## config.mk

```make
export PLATFORM = sky130hd
export DESIGN_NAME = pmw_ctrl
export DESIGN_NICKNAME = d
export VERILOG_FILES = /design/src/rtl/pmw_pkg.sv /design/src/rtl/pmw_decode.sv /design/src/rtl/pmw_regs.sv /design/src/rtl/pmw_mempath.sv /design/src/rtl/pmw_ctrl.sv
export SDC_FILE = /design/constraint.sdc
export NUM_CORES = 1
export LEC_CHECK = 0
export CORE_ASPECT_RATIO = 0.8
export CORE_MARGIN = 2
export CORE_UTILIZATION = 45
export DETAILED_ROUTE_END_ITERATION = 10
export GPL_ROUTABILITY_DRIVEN = 0
export HOLD_SLACK_MARGIN = 0.1
export PLACE_DENSITY = 0.88
export SYNTH_ARGS = -nofsm -noshare
export SYNTH_HDL_FRONTEND = slang
export SYNTH_SLANG_ARGS = --single-unit
```

## constraint.sdc

```tcl
create_clock -name clk -period 4.6 [get_ports clk]
set_input_delay 0.92 -clock clk [delete_from_list [all_inputs] [get_ports clk]]
set_output_delay 0.92 -clock clk [all_outputs]
set_load 0.01 [all_outputs]
```

## src/rtl/pmw_pkg.sv

```systemverilog
package pmw_pkg;
  typedef enum logic [1:0] {
    HIT_NONE,
    HIT_PAGE,
    HIT_BANK,
    HIT_WIN
  } hit_e;

  typedef struct packed {
    logic mem_rd;
    logic mem_wr;
    logic page_wr;
    logic bank_wr;
  } dec_s;
endpackage

```

## src/rtl/pmw_decode.sv

```systemverilog
module pmw_decode
  import pmw_pkg::*;
#(
  parameter int HOST_AW = 16,
  parameter int OFS_W   = 8,
  parameter logic [HOST_AW-OFS_W-1:0] WIN_BASE = 8'hD6,
  parameter logic [HOST_AW-1:0] PAGE_REG = 16'hD1E0,
  parameter logic [HOST_AW-1:0] BANK_REG = 16'hD1E2
) (
  input  logic [HOST_AW-1:0] host_addr,
  input  logic               host_rd,
  input  logic               host_wr,
  input  logic               win_en,
  output dec_s               dec
);
  hit_e hit;

  always_comb begin
    if (host_addr[HOST_AW-1:OFS_W] == WIN_BASE) begin
      hit = HIT_WIN;
    end else if (host_addr == PAGE_REG) begin
      hit = HIT_PAGE;
    end else if (host_addr == BANK_REG) begin
      hit = HIT_BANK;
    end else begin
      hit = HIT_NONE;
    end
  end

  always_comb begin
    dec.mem_wr  = (hit == HIT_WIN) && win_en && host_wr;
    dec.mem_rd  = (hit == HIT_WIN) && win_en && host_rd && !host_wr;
    dec.page_wr = (hit == HIT_PAGE) && host_wr;
    dec.bank_wr = (hit == HIT_BANK) && host_wr;
  end
endmodule

```

## src/rtl/pmw_regs.sv

```systemverilog
module pmw_regs #(
  parameter int DW      = 8,
  parameter int PAGE_W  = 8,
  parameter int CHUNK_W = 4,
  parameter int EN_BIT  = 7
) (
  input  logic               clk,
  input  logic               rst_n,
  input  logic               page_wr,
  input  logic               bank_wr,
  input  logic [DW-1:0]      wdata,
  output logic [PAGE_W-1:0]  page_q,
  output logic [CHUNK_W-1:0] chunk_q,
  output logic               en_q
);
  logic [PAGE_W-1:0]  page_d;
  logic [CHUNK_W-1:0] chunk_d;
  logic               en_d;

  always_comb begin
    page_d  = page_q;
    chunk_d = chunk_q;
    en_d    = en_q;
    if (page_wr) begin
      page_d = wdata[PAGE_W-1:0];
    end
    if (bank_wr) begin
      chunk_d = wdata[CHUNK_W-1:0];
      en_d    = wdata[EN_BIT];
    end
  end

  always_ff @(posedge clk or negedge rst_n) begin
    if (!rst_n) begin
      page_q  <= '0;
      chunk_q <= '0;
      en_q    <= 1'b0;
    end else begin
      if (page_wr) page_q <= page_d;
      if (bank_wr) begin
        chunk_q <= chunk_d;
        en_q    <= en_d;
      end
    end
  end
endmodule

```

## src/rtl/pmw_mempath.sv

```systemverilog
module pmw_mempath #(
  parameter int DW       = 8,
  parameter int PAGE_W   = 8,
  parameter int CHUNK_W  = 4,
  parameter int SMALL_CW = 2,
  parameter int OFS_W    = 8,
  localparam int MEM_AW  = CHUNK_W + PAGE_W + OFS_W
) (
  input  logic               clk,
  input  logic               rst_n,
  input  logic               mem_rd,
  input  logic               mem_wr,
  input  logic               cfg_big,
  input  logic [CHUNK_W-1:0] chunk,
  input  logic [PAGE_W-1:0]  page,
  input  logic [OFS_W-1:0]   offset,
  input  logic [DW-1:0]      wdata,
  input  logic [DW-1:0]      mem_rdata,
  output logic [MEM_AW-1:0]  mem_addr,
  output logic               mem_cs,
  output logic               mem_we,
  output logic [DW-1:0]      mem_wdata,
  output logic [DW-1:0]      host_rdata,
  output logic               host_rvalid
);
  logic [CHUNK_W-1:0] chunk_eff;
  logic [MEM_AW-1:0]  addr_d;
  logic               cs_d;
  logic               rv_d;

  for (genvar i = 0; i < CHUNK_W; i++) begin : g_chunk_mask
    if (i < SMALL_CW) begin : g_keep
      assign chunk_eff[i] = chunk[i];
    end else begin : g_gate
      assign chunk_eff[i] = chunk[i] & cfg_big;
    end
  end

  always_comb begin
    cs_d   = mem_rd | mem_wr;
    addr_d = {chunk_eff, page, offset};
    rv_d   = mem_cs & ~mem_we;
  end

  always_ff @(posedge clk or negedge rst_n) begin
    if (!rst_n) begin
      mem_cs      <= 1'b0;
      mem_we      <= 1'b0;
      mem_addr    <= '0;
      mem_wdata   <= '0;
      host_rvalid <= 1'b0;
    end else begin
      mem_cs      <= cs_d;
      mem_we      <= mem_wr;
      host_rvalid <= rv_d;
      if (cs_d)   mem_addr  <= addr_d;
      if (mem_wr) mem_wdata <= wdata;
    end
  end

  assign host_rdata = host_rvalid ? mem_rdata : '0;
endmodule

```

## src/rtl/pmw_ctrl.sv

```systemverilog
module pmw_ctrl
  import pmw_pkg::*;
#(
  parameter int HOST_AW  = 16,
  parameter int DW       = 8,
  parameter int OFS_W    = 8,
  parameter int PAGE_W   = 8,
  parameter int CHUNK_W  = 4,
  parameter int SMALL_CW = 2,
  parameter int EN_BIT   = 7,
  parameter logic [HOST_AW-OFS_W-1:0] WIN_BASE = 8'hD6,
  parameter logic [HOST_AW-1:0] PAGE_REG = 16'hD1E0,
  parameter logic [HOST_AW-1:0] BANK_REG = 16'hD1E2
) (
  input  logic                              clk,
  input  logic                              rst_n,
  input  logic [HOST_AW-1:0]                host_addr,
  input  logic [DW-1:0]                     host_wdata,
  input  logic                              host_rd,
  input  logic                              host_wr,
  input  logic                              cfg_big,
  output logic [DW-1:0]                     host_rdata,
  output logic                              host_rvalid,
  output logic [CHUNK_W+PAGE_W+OFS_W-1:0]   mem_addr,
  output logic                              mem_cs,
  output logic                              mem_we,
  output logic [DW-1:0]                     mem_wdata,
  input  logic [DW-1:0]                     mem_rdata
);
  dec_s               dec;
  logic [PAGE_W-1:0]  page_q;
  logic [CHUNK_W-1:0] chunk_q;
  logic               en_q;

  pmw_decode #(
    .HOST_AW(HOST_AW), .OFS_W(OFS_W), .WIN_BASE(WIN_BASE),
    .PAGE_REG(PAGE_REG), .BANK_REG(BANK_REG)
  ) u_decode (
    .host_addr(host_addr), .host_rd(host_rd), .host_wr(host_wr),
    .win_en(en_q), .dec(dec)
  );

  pmw_regs #(
    .DW(DW), .PAGE_W(PAGE_W), .CHUNK_W(CHUNK_W), .EN_BIT(EN_BIT)
  ) u_regs (
    .clk(clk), .rst_n(rst_n), .page_wr(dec.page_wr), .bank_wr(dec.bank_wr),
    .wdata(host_wdata), .page_q(page_q), .chunk_q(chunk_q), .en_q(en_q)
  );

  pmw_mempath #(
    .DW(DW), .PAGE_W(PAGE_W), .CHUNK_W(CHUNK_W), .SMALL_CW(SMALL_CW), .OFS_W(OFS_W)
  ) u_mempath (
    .clk(clk), .rst_n(rst_n), .mem_rd(dec.mem_rd), .mem_wr(dec.mem_wr),
    .cfg_big(cfg_big), .chunk(chunk_q), .page(page_q),
    .offset(host_addr[OFS_W-1:0]), .wdata(host_wdata), .mem_rdata(mem_rdata),
    .mem_addr(mem_addr), .mem_cs(mem_cs), .mem_we(mem_we),
    .mem_wdata(mem_wdata), .host_rdata(host_rdata), .host_rvalid(host_rvalid)
  );
endmodule

```

* Word-level counts from Yosys, hierarchy flattened
Cells that the tools add are included.
Operators by class: div/mod/pow operators 0, equality and inequality tests 6, shift operators 0, multiply operators 0, $lt $le $gt $ge 0, bitwise operators 5, muxes and demuxes 4, add/sub/neg operators 0, reductions and logical operators 7
Operators by type and width (count):
- 16-bit == test, second input constant | 2
- 8-bit == test, second input constant | 1
- 8-bit two-way mux | 1
- 1-bit logical AND | 6
- 2-bit two-way mux | 3
- 2-bit == test, second input constant | 2
- 1-bit bitwise AND | 3
- 2-bit by 1-bit == test with 1-bit output, second input constant | 1
- 1-bit logical NOT | 1
- 1-bit inverter | 1
- 1-bit bitwise OR | 1
Storage, ports and cells: bits in latches 0, bits in writable memories 0, register bits after elaboration 44, word-level logic and storage cells 30, bits in read-only memories 0, memories kept 0, output and inout port bits 39

* Longest topological paths before layout
depth in word-level cells 9, gate-level depth with buffers 5

* Modules after synthesis
From an unflattened synthesis, not the netlist that was laid out.
Second synthesis, totals: cell total of the unflattened synthesis 118, area total of the unflattened synthesis 1875.5 sq um
By module, submodules not included:
- pmw_mempath | area an instance 1257.5 sq um, times used 1, cells each 76, sequential area each 775.7 sq um
- pmw_regs | area an instance 513.0 sq um, times used 1, cells each 27, sequential area each 325.3 sq um
- pmw_decode | area an instance 105.1 sq um, times used 1, cells each 15, sequential area each 0.0 sq um

* Worst setup path after synthesis
Ideal clock, no wire load.
path type input to register, from in host_addr[3], to reg u_regs.page_q[0], stages on the path 5, arrival time 2.279 ns, path buffers 1, path slack 2.196 ns, data required time 4.475 ns, setup time 0.125 ns, path through or4b_4 > nor3_2 > and3b_1 > buf_6 > mux2_4
Between the ends: longest elaborated chain between the ends 6, elaborated cells between the ends (all ways) 7, those cells by class eq/ne (3); mux (3); reduce/logical (1)
Ends and longest elaborated chain:
- start, declared | RTL line pmw_ctrl.sv:17 | input logic [HOST_AW-1:0] host_addr,
- 16-bit == test | RTL line pmw_decode.sv:23 | end else if (host_addr == BANK_REG) begin
- 2-bit two-way mux | RTL line pmw_decode.sv:23
- 2-bit two-way mux (*) | RTL line pmw_decode.sv:21 | end else if (host_addr == PAGE_REG) begin
- 2-bit two-way mux (*) | RTL line pmw_decode.sv:19 | if (host_addr[HOST_AW-1:OFS_W] == WIN_BASE) begin
- 2-bit by 1-bit == test with 1-bit output (*) | RTL line pmw_decode.sv:33 | dec.page_wr = (hit == HIT_PAGE) && host_wr;
- 1-bit logical AND (*) | RTL line pmw_decode.sv:33
- end signal, assigned | RTL line pmw_regs.sv:39 | if (page_wr) page_q <= page_d;
- end, declared | RTL line pmw_regs.sv:12 | output logic [PAGE_W-1:0] page_q,
Mark *: on every way between the ends. The rest lies on a longest branch, timed or not. A chain may end at the register's enable or synchronous reset.

* Worst setup path in the final report
from in mem_rdata[1], to out host_rdata[1]
Between the ends: longest elaborated chain between the ends 1
Ends and longest elaborated chain:
- start, declared | RTL line pmw_ctrl.sv:28 | input logic [DW-1:0] mem_rdata
- 8-bit two-way mux | RTL line pmw_mempath.sv:61 | assign host_rdata = host_rvalid ? mem_rdata : '0;
- end, declared | RTL line pmw_ctrl.sv:22 | output logic [DW-1:0] host_rdata,
No other way between the ends.

==> impl_metrics.ini <==
[run_status]
status = finished clean

[final_layout]
final_cell_mix = clkdlybuf4s50_1 (74), dfrtp_1 (44), mux2_2 (27)
antenna_cells = 0
fin_area_mm2 = 0.002698
post-route-util_pct = 70.46
area_growth_pct = 49.20
nets = 235
final_common_cell = clkdlybuf4s50_1
drive_gt1_share_pct = 23.74

[grt]
antenna_found_initial = 0
use_met2_pct = 34.21
grt_usage_pct = 19.13
grt.busiest_layer = met2
grt_use_met3_pct = 5.316
grt_max_degree = 45
grt_pass1_wl_um = 6348
grt_pass1_vias = 1320
overflow = 0
use_met1_pct = 21.52

[drt]
ant_nets = 0
drt-initial-drc-count = 37
wl_per_cell_um = 16.09
totalWireLength_um = 4072
vias = 1269
vias_per_cell = 5.016
route.detailed.drc = 0
first_pass_iters = 2

[synthesis]
syn_area_per_cell_um2 = 15.19
ys_seq_elements = 44
synthCells = 119
synth_largest_area_cell = dfrtp_1
synthDominantCellAreaShare_pct = 60.90
seq_area_frac_synth_pct = 60.90
synth_area_mm2 = 0.001808
synth_area_leaders = dfrtp_1 (61%), mux2_2 (17%), mux2_4 (6.6%), and2_1 (2.8%), mux2_1 (2.5%)
ys_types = 22
syn_nets = 156
yosysWarnings = 0

[sta]
fin_skew_ns = 0.002663
final.setup.worst_slack_ns = 1.639
setup_violations = 0
fmax_mhz = 337.8
tightest_slew_ns = 0.9569
grt_setup_unrepaired = false
period_share_pct = 64.36
hold_slack_ns = 0.4365
fin_setup_tns_ns = 0
min_period_ns = 2.961
finalMaxSlewViolations = 0
finalHoldViolations = 0
relSlewSlack_pct = 36.20

[job]
maxCapViolations = 0

[setup_path]
worstSetupPathType = primary input to output port
cp-end-kind = output port
critPathRequiredTime_ns = 3.68
path_max_fanout = 1
arrival_ns = 2.04
cp-start-kind = primary input

[place]
io_buffers = 75
pre_cts_ws_ns = 1.446
placed_area_mm2 = 0.002601
hpwlAfterDp_um = 3129

[clock_tree]
htreeDepth = 2
cts_sinks = 44
cts_tree = built
cts_resized = 0
cts_setup_buffers = 0
ctsLongestPathBuffers = 2
clk_root_buffer_cell = clkbuf_8
ctsHoldBuffers = 0
clk_latency_ns = 0.29
cts_buffers = 5
clkTransAtPathRegs_ns = 0.07

[floorplanning]
dieArea_mm2 = 0.004544
die_w_um = 74.87
rows = 20
die_height_um = 60.70
coreArea_mm2 = 0.003829
start_util_pct = 47.22
io_pins = 76

[power_and_ir_drop]
p_leak_nw = 1.258
peakVddDrop_uv = 194.6
power_density_mw_per_mm2 = 254.2

[worst_hold_path]
hold_class = register to register
[power breakdown]
part	switching, W	internal (W)	total, W
logic	0.0000172	0.0000287	0.0000460
clock network	0.000120	0.000134	0.000253
registers	0.0000000273	0.000386	0.000387
[final timing paths]
path                                                to              from  cells past startpoint  slack, ns
min in group asynchronous       u_mempath.mem_wdata[0]             rst_n                      1       0.78
max in group asynchronous             u_mempath.mem_cs             rst_n                      1       3.23
worst max-delay path                     host_rdata[1]      mem_rdata[1]                      3       1.64
worst max register to register  u_mempath.mem_addr[13]       u_regs.en_q                      3       2.87
worst min-delay path             u_mempath.host_rvalid  u_mempath.mem_we                      1       0.44
worst min register to register   u_mempath.host_rvalid  u_mempath.mem_we                      1       0.44
[routing by layer]
| layer | vias to the layer above | wire [um] |
|---|---|---|
| li1 | 573 | - |
| met1 | 639 | 1558 |
| met2 | 48 | 2144 |
| met3 | 9 | 275 |
| met4 | 0 | 94 |
| met5 | - | 0 |
[kinds of logic after synthesis]
group                  synth area share [%]
AND/OR/NAND/NOR                       10.80
AO/OA/AOI/OAI                        0.5537
buffers and inverters                 1.799
flip-flops                            60.90
multiplexers                          25.95
[metrics by stage]
step	power, W	std cells
after floorplan	0.0003979	119
after global placement	0.0004388	246
after detailed placement	0.0004406	246
after CTS	0.0006924	253
after global routing	0.0007090	253
final	0.0006858	253
[synthesized netlist by cell type]
cell type and count:
nand4_1 1, mux2_2 27, inv_1 3, buf_6 1
or4b_4 1, nor2b_1 3, nand3b_1 1, or4b_1 1
buf_2 2, nor2_1 3, and4b_1 1, nand3_1 4
and3b_1 1, nand3_2 1, and2_1 8, mux2_4 8
o21ai_0 2, mux2_1 4, and4bb_2 1, nor3_2 1
and3_1 1, dfrtp_1 44
[flip-flops by register name, summed over array words and instances (netlist names)]
register and flops:
u_mempath.host_rvalid 1, u_regs.page_q 8, u_mempath.mem_cs 1, u_mempath.mem_addr 20
u_regs.en_q 1, u_mempath.mem_wdata 8, u_regs.chunk_q 4, u_mempath.mem_we 1
[critical path: stages]
cell and delay [ns]:
clkdlybuf4s50_1 0.46, and2_1 0.12, clkdlybuf4s50_1 0.54
[cell type report]
| cell class | instances | area, um2 |
|---|---|---|
| clock buffer | 7 | 96.34 |
| fill | 278 | 1131 |
| inverter | 3 | 11.26 |
| multi-input combinational | 69 | 674.4 |
| sequential | 44 | 1101 |
| tap | 55 | 68.82 |
| timing repair buffer | 75 | 745.7 |
(Power assumes the default switching activity.)
